`config.mk`:
```
export PLATFORM = sky130hd
export DESIGN_NAME = pkt_addr_remap
export DESIGN_NICKNAME = d
export VERILOG_FILES = /design/src/rtl/remap_pkg.sv /design/src/rtl/remap_cfg.sv /design/src/rtl/remap_match.sv /design/src/rtl/remap_stage.sv /design/src/rtl/remap_tx.sv /design/src/rtl/pkt_addr_remap.sv
export SDC_FILE = /design/constraint.sdc
export NUM_CORES = 1
export LEC_CHECK = 0
export ABC_AREA = 1
export BUFFER_PORTS_ARGS = -buffer_cell sky130_fd_sc_hd__buf_2
export CAP_MARGIN = 10
export CELL_PAD_IN_SITES_DETAIL_PLACEMENT = 0
export CELL_PAD_IN_SITES_GLOBAL_PLACEMENT = 1
export CORE_MARGIN = 2
export CORE_UTILIZATION = 50
export CTS_CLUSTER_SIZE = 25
export DETAILED_ROUTE_END_ITERATION = 10
export GPL_ROUTABILITY_DRIVEN = 1
export GPL_TIMING_DRIVEN = 1
export PLACE_DENSITY = 0.95
export RECOVER_POWER = 50
export SLEW_MARGIN = 5
export SYNTH_ARGS = -nofsm -noshare
export SYNTH_HDL_FRONTEND = slang
export SYNTH_SLANG_ARGS = --single-unit
```
`constraint.sdc`:
```
create_clock -name clk -period 19.55 [get_ports clk]
set_clock_uncertainty 0.2 [all_clocks]
set_input_delay 0 -clock clk [delete_from_list [all_inputs] [get_ports clk]]
set_output_delay 0 -clock clk [all_outputs]
set_load 0.01 [all_outputs]
```
`src/rtl/remap_pkg.sv`:
```
package remap_pkg;
  localparam int unsigned SEL_W      = 4;
  localparam int unsigned NUM_WIN    = 4;
  localparam logic [SEL_W-1:0] SEL_TXBASE = 4'd0;
  localparam logic [SEL_W-1:0] SEL_SIZE0  = 4'd1;
  localparam logic [SEL_W-1:0] SEL_OFS0   = 4'd5;
endpackage

```
`src/rtl/remap_cfg.sv`:
```
module remap_cfg #(
  parameter int unsigned ADDR_W = 32,
  parameter int unsigned TX_W   = 26,
  parameter int unsigned NWIN   = 4
) (
  input  logic                         clk,
  input  logic                         rst_n,
  input  logic                         we,
  input  logic [remap_pkg::SEL_W-1:0]  sel,
  input  logic [ADDR_W-1:0]            wdata,
  output logic [NWIN-1:0][ADDR_W-1:0]  size_q,
  output logic [NWIN-1:0][ADDR_W-1:0]  ofs_q,
  output logic [TX_W-1:0]              base_q
);
  import remap_pkg::*;

  always_ff @(posedge clk or negedge rst_n) begin
    if (!rst_n) base_q <= '0;
    else if (we && sel == SEL_TXBASE) base_q <= wdata[TX_W-1:0];
  end

  for (genvar w = 0; w < NWIN; w++) begin : g_win
    localparam logic [SEL_W-1:0] SZ_SEL = SEL_SIZE0 + SEL_W'(w);
    localparam logic [SEL_W-1:0] OF_SEL = SEL_OFS0 + SEL_W'(w);
    always_ff @(posedge clk or negedge rst_n) begin
      if (!rst_n) begin
        size_q[w] <= '0;
        ofs_q[w]  <= '0;
      end else if (we) begin
        if (sel == SZ_SEL) size_q[w] <= wdata;
        if (sel == OF_SEL) ofs_q[w]  <= wdata;
      end
    end
  end
endmodule

```
`src/rtl/remap_match.sv`:
```
module remap_match #(
  parameter int unsigned ADDR_W = 32,
  parameter int unsigned NWIN   = 4,
  localparam int unsigned IDX_W = (NWIN > 1) ? $clog2(NWIN) : 1,
  localparam int unsigned SUM_W = ADDR_W + IDX_W + 1
) (
  input  logic [ADDR_W-1:0]            addr,
  input  logic [NWIN-1:0][ADDR_W-1:0]  size_q,
  input  logic [NWIN-1:0][ADDR_W-1:0]  ofs_q,
  output logic                         miss,
  output logic [IDX_W-1:0]             idx,
  output logic [ADDR_W-1:0]            xaddr
);
  logic [NWIN:0][SUM_W-1:0]     bound;
  logic [NWIN-1:0]              hit;
  logic [NWIN-1:0][ADDR_W-1:0]  cand;
  logic [SUM_W-1:0]             addr_x;

  assign addr_x   = SUM_W'(addr);
  assign bound[0] = '0;

  for (genvar w = 0; w < NWIN; w++) begin : g_win
    assign bound[w+1] = bound[w] + SUM_W'(size_q[w]);
    assign hit[w]     = (addr_x >= bound[w]) && (addr_x < bound[w+1]);
    assign cand[w]    = addr - bound[w][ADDR_W-1:0] + ofs_q[w];
  end

  always_comb begin
    logic found;
    found = 1'b0;
    idx   = '0;
    xaddr = '0;
    for (int w = 0; w < NWIN; w++) begin
      if (!found && hit[w]) begin
        found = 1'b1;
        idx   = IDX_W'(w);
        xaddr = cand[w];
      end
    end
    miss = !found;
  end
endmodule

```
`src/rtl/remap_stage.sv`:
```
module remap_stage #(
  parameter int unsigned ADDR_W = 32,
  parameter int unsigned IDX_W  = 2
) (
  input  logic              clk,
  input  logic              rst_n,
  input  logic              in_valid,
  output logic              in_ready,
  input  logic              d_miss,
  input  logic [IDX_W-1:0]  d_idx,
  input  logic [ADDR_W-1:0] d_addr,
  output logic              out_valid,
  input  logic              out_ready,
  output logic              out_miss,
  output logic [IDX_W-1:0]  out_idx,
  output logic [ADDR_W-1:0] out_addr
);
  logic take;
  assign in_ready = !out_valid || out_ready;
  assign take     = in_valid && in_ready;

  always_ff @(posedge clk or negedge rst_n) begin
    if (!rst_n) begin
      out_valid <= 1'b0;
      out_miss  <= 1'b0;
      out_idx   <= '0;
      out_addr  <= '0;
    end else begin
      if (take) begin
        out_valid <= 1'b1;
        out_miss  <= d_miss;
        out_idx   <= d_miss ? '0 : d_idx;
        out_addr  <= d_miss ? '0 : d_addr;
      end else if (out_ready) begin
        out_valid <= 1'b0;
      end
    end
  end
endmodule

```
`src/rtl/remap_tx.sv`:
```
module remap_tx #(
  parameter int unsigned ADDR_W = 32,
  parameter int unsigned TX_W   = 26
) (
  input  logic [TX_W-1:0]   slave_addr,
  input  logic [TX_W-1:0]   base,
  output logic [ADDR_W-1:0] pkt_addr
);
  logic [TX_W-1:0] rel;
  assign rel      = slave_addr - base;
  assign pkt_addr = ADDR_W'(rel);
endmodule

```
`src/rtl/pkt_addr_remap.sv`:
```
module pkt_addr_remap #(
  parameter int unsigned ADDR_W = 32,
  parameter int unsigned TX_W   = 26,
  parameter int unsigned NWIN   = remap_pkg::NUM_WIN,
  localparam int unsigned IDX_W = (NWIN > 1) ? $clog2(NWIN) : 1
) (
  input  logic                        clk,
  input  logic                        rst_n,
  input  logic                        cfg_we,
  input  logic [remap_pkg::SEL_W-1:0] cfg_sel,
  input  logic [ADDR_W-1:0]           cfg_wdata,
  input  logic                        in_valid,
  output logic                        in_ready,
  input  logic [ADDR_W-1:0]           in_addr,
  output logic                        out_valid,
  input  logic                        out_ready,
  output logic [ADDR_W-1:0]           out_addr,
  output logic                        out_miss,
  output logic [IDX_W-1:0]            out_region,
  input  logic [TX_W-1:0]             tx_slave_addr,
  output logic [ADDR_W-1:0]           tx_pkt_addr
);
  logic [NWIN-1:0][ADDR_W-1:0] size_q;
  logic [NWIN-1:0][ADDR_W-1:0] ofs_q;
  logic [TX_W-1:0]             base_q;
  logic                        m_miss;
  logic [IDX_W-1:0]            m_idx;
  logic [ADDR_W-1:0]           m_addr;

  remap_cfg #(.ADDR_W(ADDR_W), .TX_W(TX_W), .NWIN(NWIN)) u_cfg (
    .clk(clk), .rst_n(rst_n), .we(cfg_we), .sel(cfg_sel), .wdata(cfg_wdata),
    .size_q(size_q), .ofs_q(ofs_q), .base_q(base_q)
  );

  remap_match #(.ADDR_W(ADDR_W), .NWIN(NWIN)) u_match (
    .addr(in_addr), .size_q(size_q), .ofs_q(ofs_q),
    .miss(m_miss), .idx(m_idx), .xaddr(m_addr)
  );

  remap_stage #(.ADDR_W(ADDR_W), .IDX_W(IDX_W)) u_stage (
    .clk(clk), .rst_n(rst_n), .in_valid(in_valid), .in_ready(in_ready),
    .d_miss(m_miss), .d_idx(m_idx), .d_addr(m_addr),
    .out_valid(out_valid), .out_ready(out_ready), .out_miss(out_miss),
    .out_idx(out_region), .out_addr(out_addr)
  );

  remap_tx #(.ADDR_W(ADDR_W), .TX_W(TX_W)) u_tx (
    .slave_addr(tx_slave_addr), .base(base_q), .pkt_addr(tx_pkt_addr)
  );
endmodule

```
==> out/results.ini, run 1 <==
[final_layout]
final_nets=5105
n_fill_cell=6038
final_util_pct=56.8
drive_gt1_share_pct=5.44
syn_to_final_growth_pct=12.3

[sta]
slew_violations=507
final-hold-violation-count=0
relSlewSlack_pct=-249
worst_slew_pin_slew_ns=5.23
rsz0062_at_grt=false
min_period_ns=8.99
fmax_mhz=111
setup_viol=0
post-route-period-util_pct=46.0
fin_tns_setup_ns=0

[floorplanning]
row_count=91
die_area_mm2=0.0643
die_height_um=253
core-area_mm2=0.0616
initial_core_util_pct=50.5
fp.dieW_um=253
ioPinCount=168

[routing]
wirelength_um=111000
drcViolationCount=0
ant_nets=0
dr.pass1.iters=6
vias=30451
wl_per_cell_um=20.6
drt_iter0_drc=2813
vias_per_cell=5.64

[placement]
dp_hpwl_um=88800
portBuffers=161
gp_congestion=1.06

[run_status]
status=finished, violations left
violations=capacitance limit, slew limit

[critical_path]
path_class=reg -> reg
end_kind=register
cp_common_cell=nand2_1
cp_slowest_cell=o311ai_0
critPathMaxFanout=40
worst_setup_path_start_kind=register
cp.required_ns=19.83
regToRegStartpoint=u_cfg.size_q[2]
startpoint=u_cfg.size_q[2]
critPathMaxStageDelay_ns=0.66
arrival_ns=9.27

[clocking]
htreeDepth=2
cts_num_sinks=318
holdBufCountCts=68
path_clk_slew_ns=0.06
cts.path.max_buffers=3
post_cts_buffers=0
clock_latency_ns=0.61
cts_root_buf=clkbuf_16
cts-resized-gates=0
cts_tree=yes
cts_made_buffers=42

[run]
drv_cap=8

[synthesis]
synth.most_common_cell=nand2_1
synth_area_leaders=dfrtp_1, ha_1, nand2_1
synth_top_cell_by_area=dfrtp_1
syn_inst=4320
synth_commonest_cells=nand2_1, inv_1, o21ai_0
synth_edf_count=0
ys_types=48
syn_avg_cell_area_um2=7.20
synth_warnings=0
ys.flop_type=dfrtp_1
ys_seq_area_share_pct=25.6
syn-cell-area_mm2=0.0311
ys_ff_latch=318
async_reset_ff_share_pct=100
synth.top_cell.area_share_pct=25.6

[hold_path]
hold_class=in -> reg
min-delay-start=cfg_wdata[7]

[global_routing]
overflow=0
grt_pass1_wl_um=169000
grt_pass1_vias=29506
grt_max_degree=90
grtUsageTotal_pct=34.7
antenna_found_initial=3

metal layers:
metal / global-route usage, % / share of wire [%]
met1: 47.1 / 43
met2: 54.9 / 44
met3: 5.95 / 8.6
met4: 13.7 / 4.4
met5: 0 / 0.039
layout make-up:
cell class / instances / area (um2) / share of cell area, %
antenna: 4 / 10.0 / 0.0286
clock buffer: 52 / 1180 / 3.37
clock inverter: 25 / 378 / 1.08
inverter: 575 / 2160 / 6.17
multi-input combinational: 3339 / 20600 / 59.0
sequential: 318 / 7960 / 22.8
tap: 837 / 1050 / 3.00
timing repair buffer: 253 / 1590 / 4.55
worst max-delay path, delay by kind of cell, from the launching register on:
family                     cells  cell delay (ns)
AOI/OAI and AO/OA             11             3.06
and+or+nand+nor               18             2.31
adders and majority gates      4             1.38
xor gates and xnor gates       3             0.86
buffers and inverters          4             0.54
DFF                            1             0.44
logic make-up after synthesis:
| kind of cell | after synthesis | synth area share (%) |
|---|---|---|
| xor+xnor | 199 | 5.60 |
| buf+inv | 668 | 8.24 |
| simple gates | 1751 | 23.2 |
| compound gates | 906 | 15.9 |
| other cells | 1 | 0.0120 |
| fa+ha+maj | 477 | 21.5 |
| flops | 318 | 25.6 |
worst paths after layout:
check	to	slack (ns)	cells after the start
worst max-delay path	u_stage.out_addr[24]	10.56	40
worst min-delay path	u_cfg.ofs_q[39]	0.02	4
worst max register to register	u_stage.out_addr[24]	10.56	40
worst min register to register	u_stage.out_addr[7]	0.27	2
max in group asynchronous	u_cfg.size_q[71]	13.45	4
min in group asynchronous	u_cfg.ofs_q[110]	1.94	4
placed cells by master, fill, tap and decap left out, drive strengths merged, types with 13 or more instances in the layout:
| master | instances |
|---|---|
| inv | 575 |
| buf | 133 |
| clkbuf | 102 |
| nor2 | 301 |
| or2 | 19 |
| a21boi | 16 |
| a21o | 37 |
| nand4 | 49 |
| o21ai | 411 |
| dfrtp | 318 |
| o21bai | 33 |
| a31oi | 34 |
| nor3 | 41 |
| xnor2 | 85 |
| dlygate4sd3 | 70 |
| o21a | 13 |
| ha | 379 |
| fa | 98 |
| xor2 | 114 |
| a21oi | 329 |
| nand2 | 1079 |
| nand3 | 237 |
flip-flops by register name, summed over array words and instances (netlist names):
register	count
u_cfg.base_q	26
u_cfg.ofs_q	128
u_cfg.size_q	128
u_stage.out_addr	32
u_stage.out_idx	2
u_stage.out_miss	1
u_stage.out_valid	1
per-stage QoR:
step	area, um2	hold WS, ns	std cells	worst slack (ns)
5_1_grt	35000	0.0533	5400	9.93
3_3_place_gp	32800	-0.123	5249	11.05
3_5_place_dp	32800	-0.121	5249	10.85
4_1_cts	35000	0.00225	5394	10.76
2_1_floorplan	31100	-0.496	4325	13.11
6_report	35000	0.0179	5403	10.56
Power of run 1 is not shown: default switching activity piles up to over one toggle a cycle in this logic, so the estimate is an artifact.
==> run 2, diff against run 1 <==
- CORE_UTILIZATION: 50 -> 42
- PLACE_DENSITY: 0.95 -> 0.89
- clock period: 19.55 -> 7.6 ns (I/O delays scaled with it)
==> run 2 against run 1 <==
Compared with the run above:
- the flow still finishes with violations (capacitance limit, slew limit)
- via count increased by 0.60%
- non-clock buffer count rose by 49
- register-to-register slack worse by 10 ns
- worst setup slack got worse by 10 ns
- clock-buffer cell count rose by 8
- global-route usage is 4.7 points lower
- core utilization down 8.2 points
- wire length increased by 4.6%
- first-iteration DRC count fell by 4.6%
- flip-flop and latch count stayed put
==> out/results.ini, run 2 (same netlist as run 1, synthesis figures left out) <==
[run_status]
status=finished, violations left
violations=capacitance limit, slew limit

[critical_path]
cp_slowest_cell=dfrtp_1
cp.required_ns=7.89  ; -11.94 ns
worst_setup_path_start_kind=register
critPathMaxFanout=29  ; -28%
cp_common_cell=nand2_1
critPathMaxStageDelay_ns=0.38  ; -0.28 ns
rr_worst_depth=43  ; +7.5%
path_class=reg -> reg
arrival_ns=7.37  ; -1.90 ns
end_kind=register

[floorplanning]
fp.dieW_um=276  ; +9.0%
die_area_mm2=0.0763  ; +19%
row_count=99  ; +8.8%
ioPinCount=168  ; unchanged
die_height_um=276  ; +9.0%
initial_core_util_pct=42.5  ; -8.0 points
core-area_mm2=0.0732  ; +19%

[sta]
final-hold-violation-count=0  ; unchanged
min_period_ns=7.09  ; -1.90 ns
setup_viol=0  ; unchanged
fmax_mhz=141  ; +27%
slew_violations=445  ; -12%
post-route-period-util_pct=93.2  ; +47 points
fin_ws_ns=0.513  ; -10.05 ns
worst_slew_pin_slew_ns=3.59  ; -1.64 ns
relSlewSlack_pct=-139  ; +110 points

[run]
drv_cap=6  ; -2

[final_layout]
reg.largest.list=u_cfg.ofs_q x128, u_cfg.size_q x128, u_stage.out_addr x32
final_nets=5154  ; +0.96%
fin_area_mm2=0.0356  ; +1.7%
drive_gt1_share_pct=7.16  ; +1.7 points
final_util_pct=48.6  ; -8.2 points
syn_to_final_growth_pct=14.3
num_antenna_cells=0  ; -4
final_common_cell=nand2_1
final_cell_mix=nand2_1, inv_1, o21ai_0, ha_1, a21oi_1
stdcell_count=5569  ; +3.1%

[routing]
wl_met1_um=51600  ; +7.9%
top_layer=met4
vias_per_cell=5.50  ; -2.4%
wirelength_um=116000  ; +4.6%
ant_nets=0  ; unchanged
met2_length_um=51900  ; +6.2%
drt_iter0_drc=2685  ; -4.6%
dr.pass1.iters=5  ; -1
routed-wl-met3_um=7690  ; -20%
drcViolationCount=0  ; unchanged
wl_per_cell_um=20.9  ; +1.5%
vias=30634  ; +0.60%

[clocking]
htreeDepth=2  ; unchanged
cts_root_buf=clkbuf_16
cts.path.max_buffers=3  ; unchanged
path_clk_slew_ns=0.06  ; about the same
clock_latency_ns=0.60  ; about the same
cts_tree=yes
cts_num_sinks=318  ; unchanged
cts_made_buffers=42  ; unchanged

[global_routing]
grt_pass1_vias=29866  ; +1.2%
grtUsageTotal_pct=30.0  ; -4.7 points
antenna_found_initial=3  ; unchanged
grt_max_degree=138  ; +53%
grt_pass1_wl_um=176000  ; +3.9%
overflow=0  ; unchanged

[placement]
gp_congestion=0.966  ; -8.7%
dp_hpwl_um=93100  ; +4.8%
placed_cell_area_mm2=0.0333  ; +1.7%
post-place-ws_ns=0.0688  ; -10.78 ns
portBuffers=161  ; unchanged
dpl.cell_count=5417  ; +3.2%

[hold_path]
hold_depth=4  ; unchanged
hold_class=in -> reg

## run 2: cell count changes in the layout (fill, tap and decap cells not counted), moves of 5 or more
cell	before	now
xor2_1	114	109
a21oi_2	1	6
bufinv_16	9	4
ha_1	379	374
a21oi_1	328	321
xor2_2	0	5
buf_4	14	63
## run 2: routing by layer
| metal | up-vias | global-route usage (%) |
|---|---|---|
| met5 | - | 0 |
| met4 | 0 | 11.5 |
| met3 | 237 | 3.89 |
| met2 | 1057 | 48.6 |
| met1 | 14582 | 40.8 |
| li1 | 14758 | - |
## run 2: cell type report
cell class | count | area (um2)
fillers | 7503 | 37600
multi-input cells | 3339 | 20800
flip-flops and latches | 318 | 7960
inverters | 575 | 2160
repair buffers | 302 | 2000
clock buffers | 60 | 1220
well taps | 959 | 1200
clock inverters | 16 | 198
## run 2: path summary, 6_finish.rpt
check	start	to	slack, ns
min reg2reg	u_stage.out_addr[8]	u_stage.out_addr[8]	0.28
min	cfg_wdata[9]	u_cfg.ofs_q[41]	0.02
max in group asynchronous	rst_n	u_cfg.size_q[90]	2.93
max	u_cfg.size_q[2]	u_stage.out_addr[0]	0.51
min in group asynchronous	rst_n	u_cfg.ofs_q[49]	1.09
max reg2reg	u_cfg.size_q[2]	u_stage.out_addr[0]	0.51
## run 2: through the flow
| step | hold slack, ns | TNS, ns |
|---|---|---|
| after floorplan | -0.496 | 0 |
| final | 0.0172 | 0 |
| after global placement | -0.205 | 0 |
| after CTS | 0.00446 | 0 |
| after detailed placement | -0.197 | 0 |
| after global routing | 0.0444 | -0.153 |
## run 2: worst max-delay path, delay by kind of cell (launching register included)
kind,cells,cell delay [ns]
buf+inv,5,0.54
xor+xnor,3,0.64
compound gates,11,1.91
flops,1,0.38
fa+ha+maj,4,1.32
simple gates,20,2.01
## run 2: what timing repair did
item                                    in CTS  in global routing
setup buffers                                0                  6
gates resized for setup                      0                 42
hold buffers                                70                  0
endpoints found under the hold margin      633                  0
endpoints found under the setup margin       0                 35
Power of run 2 is left out for the same reason.
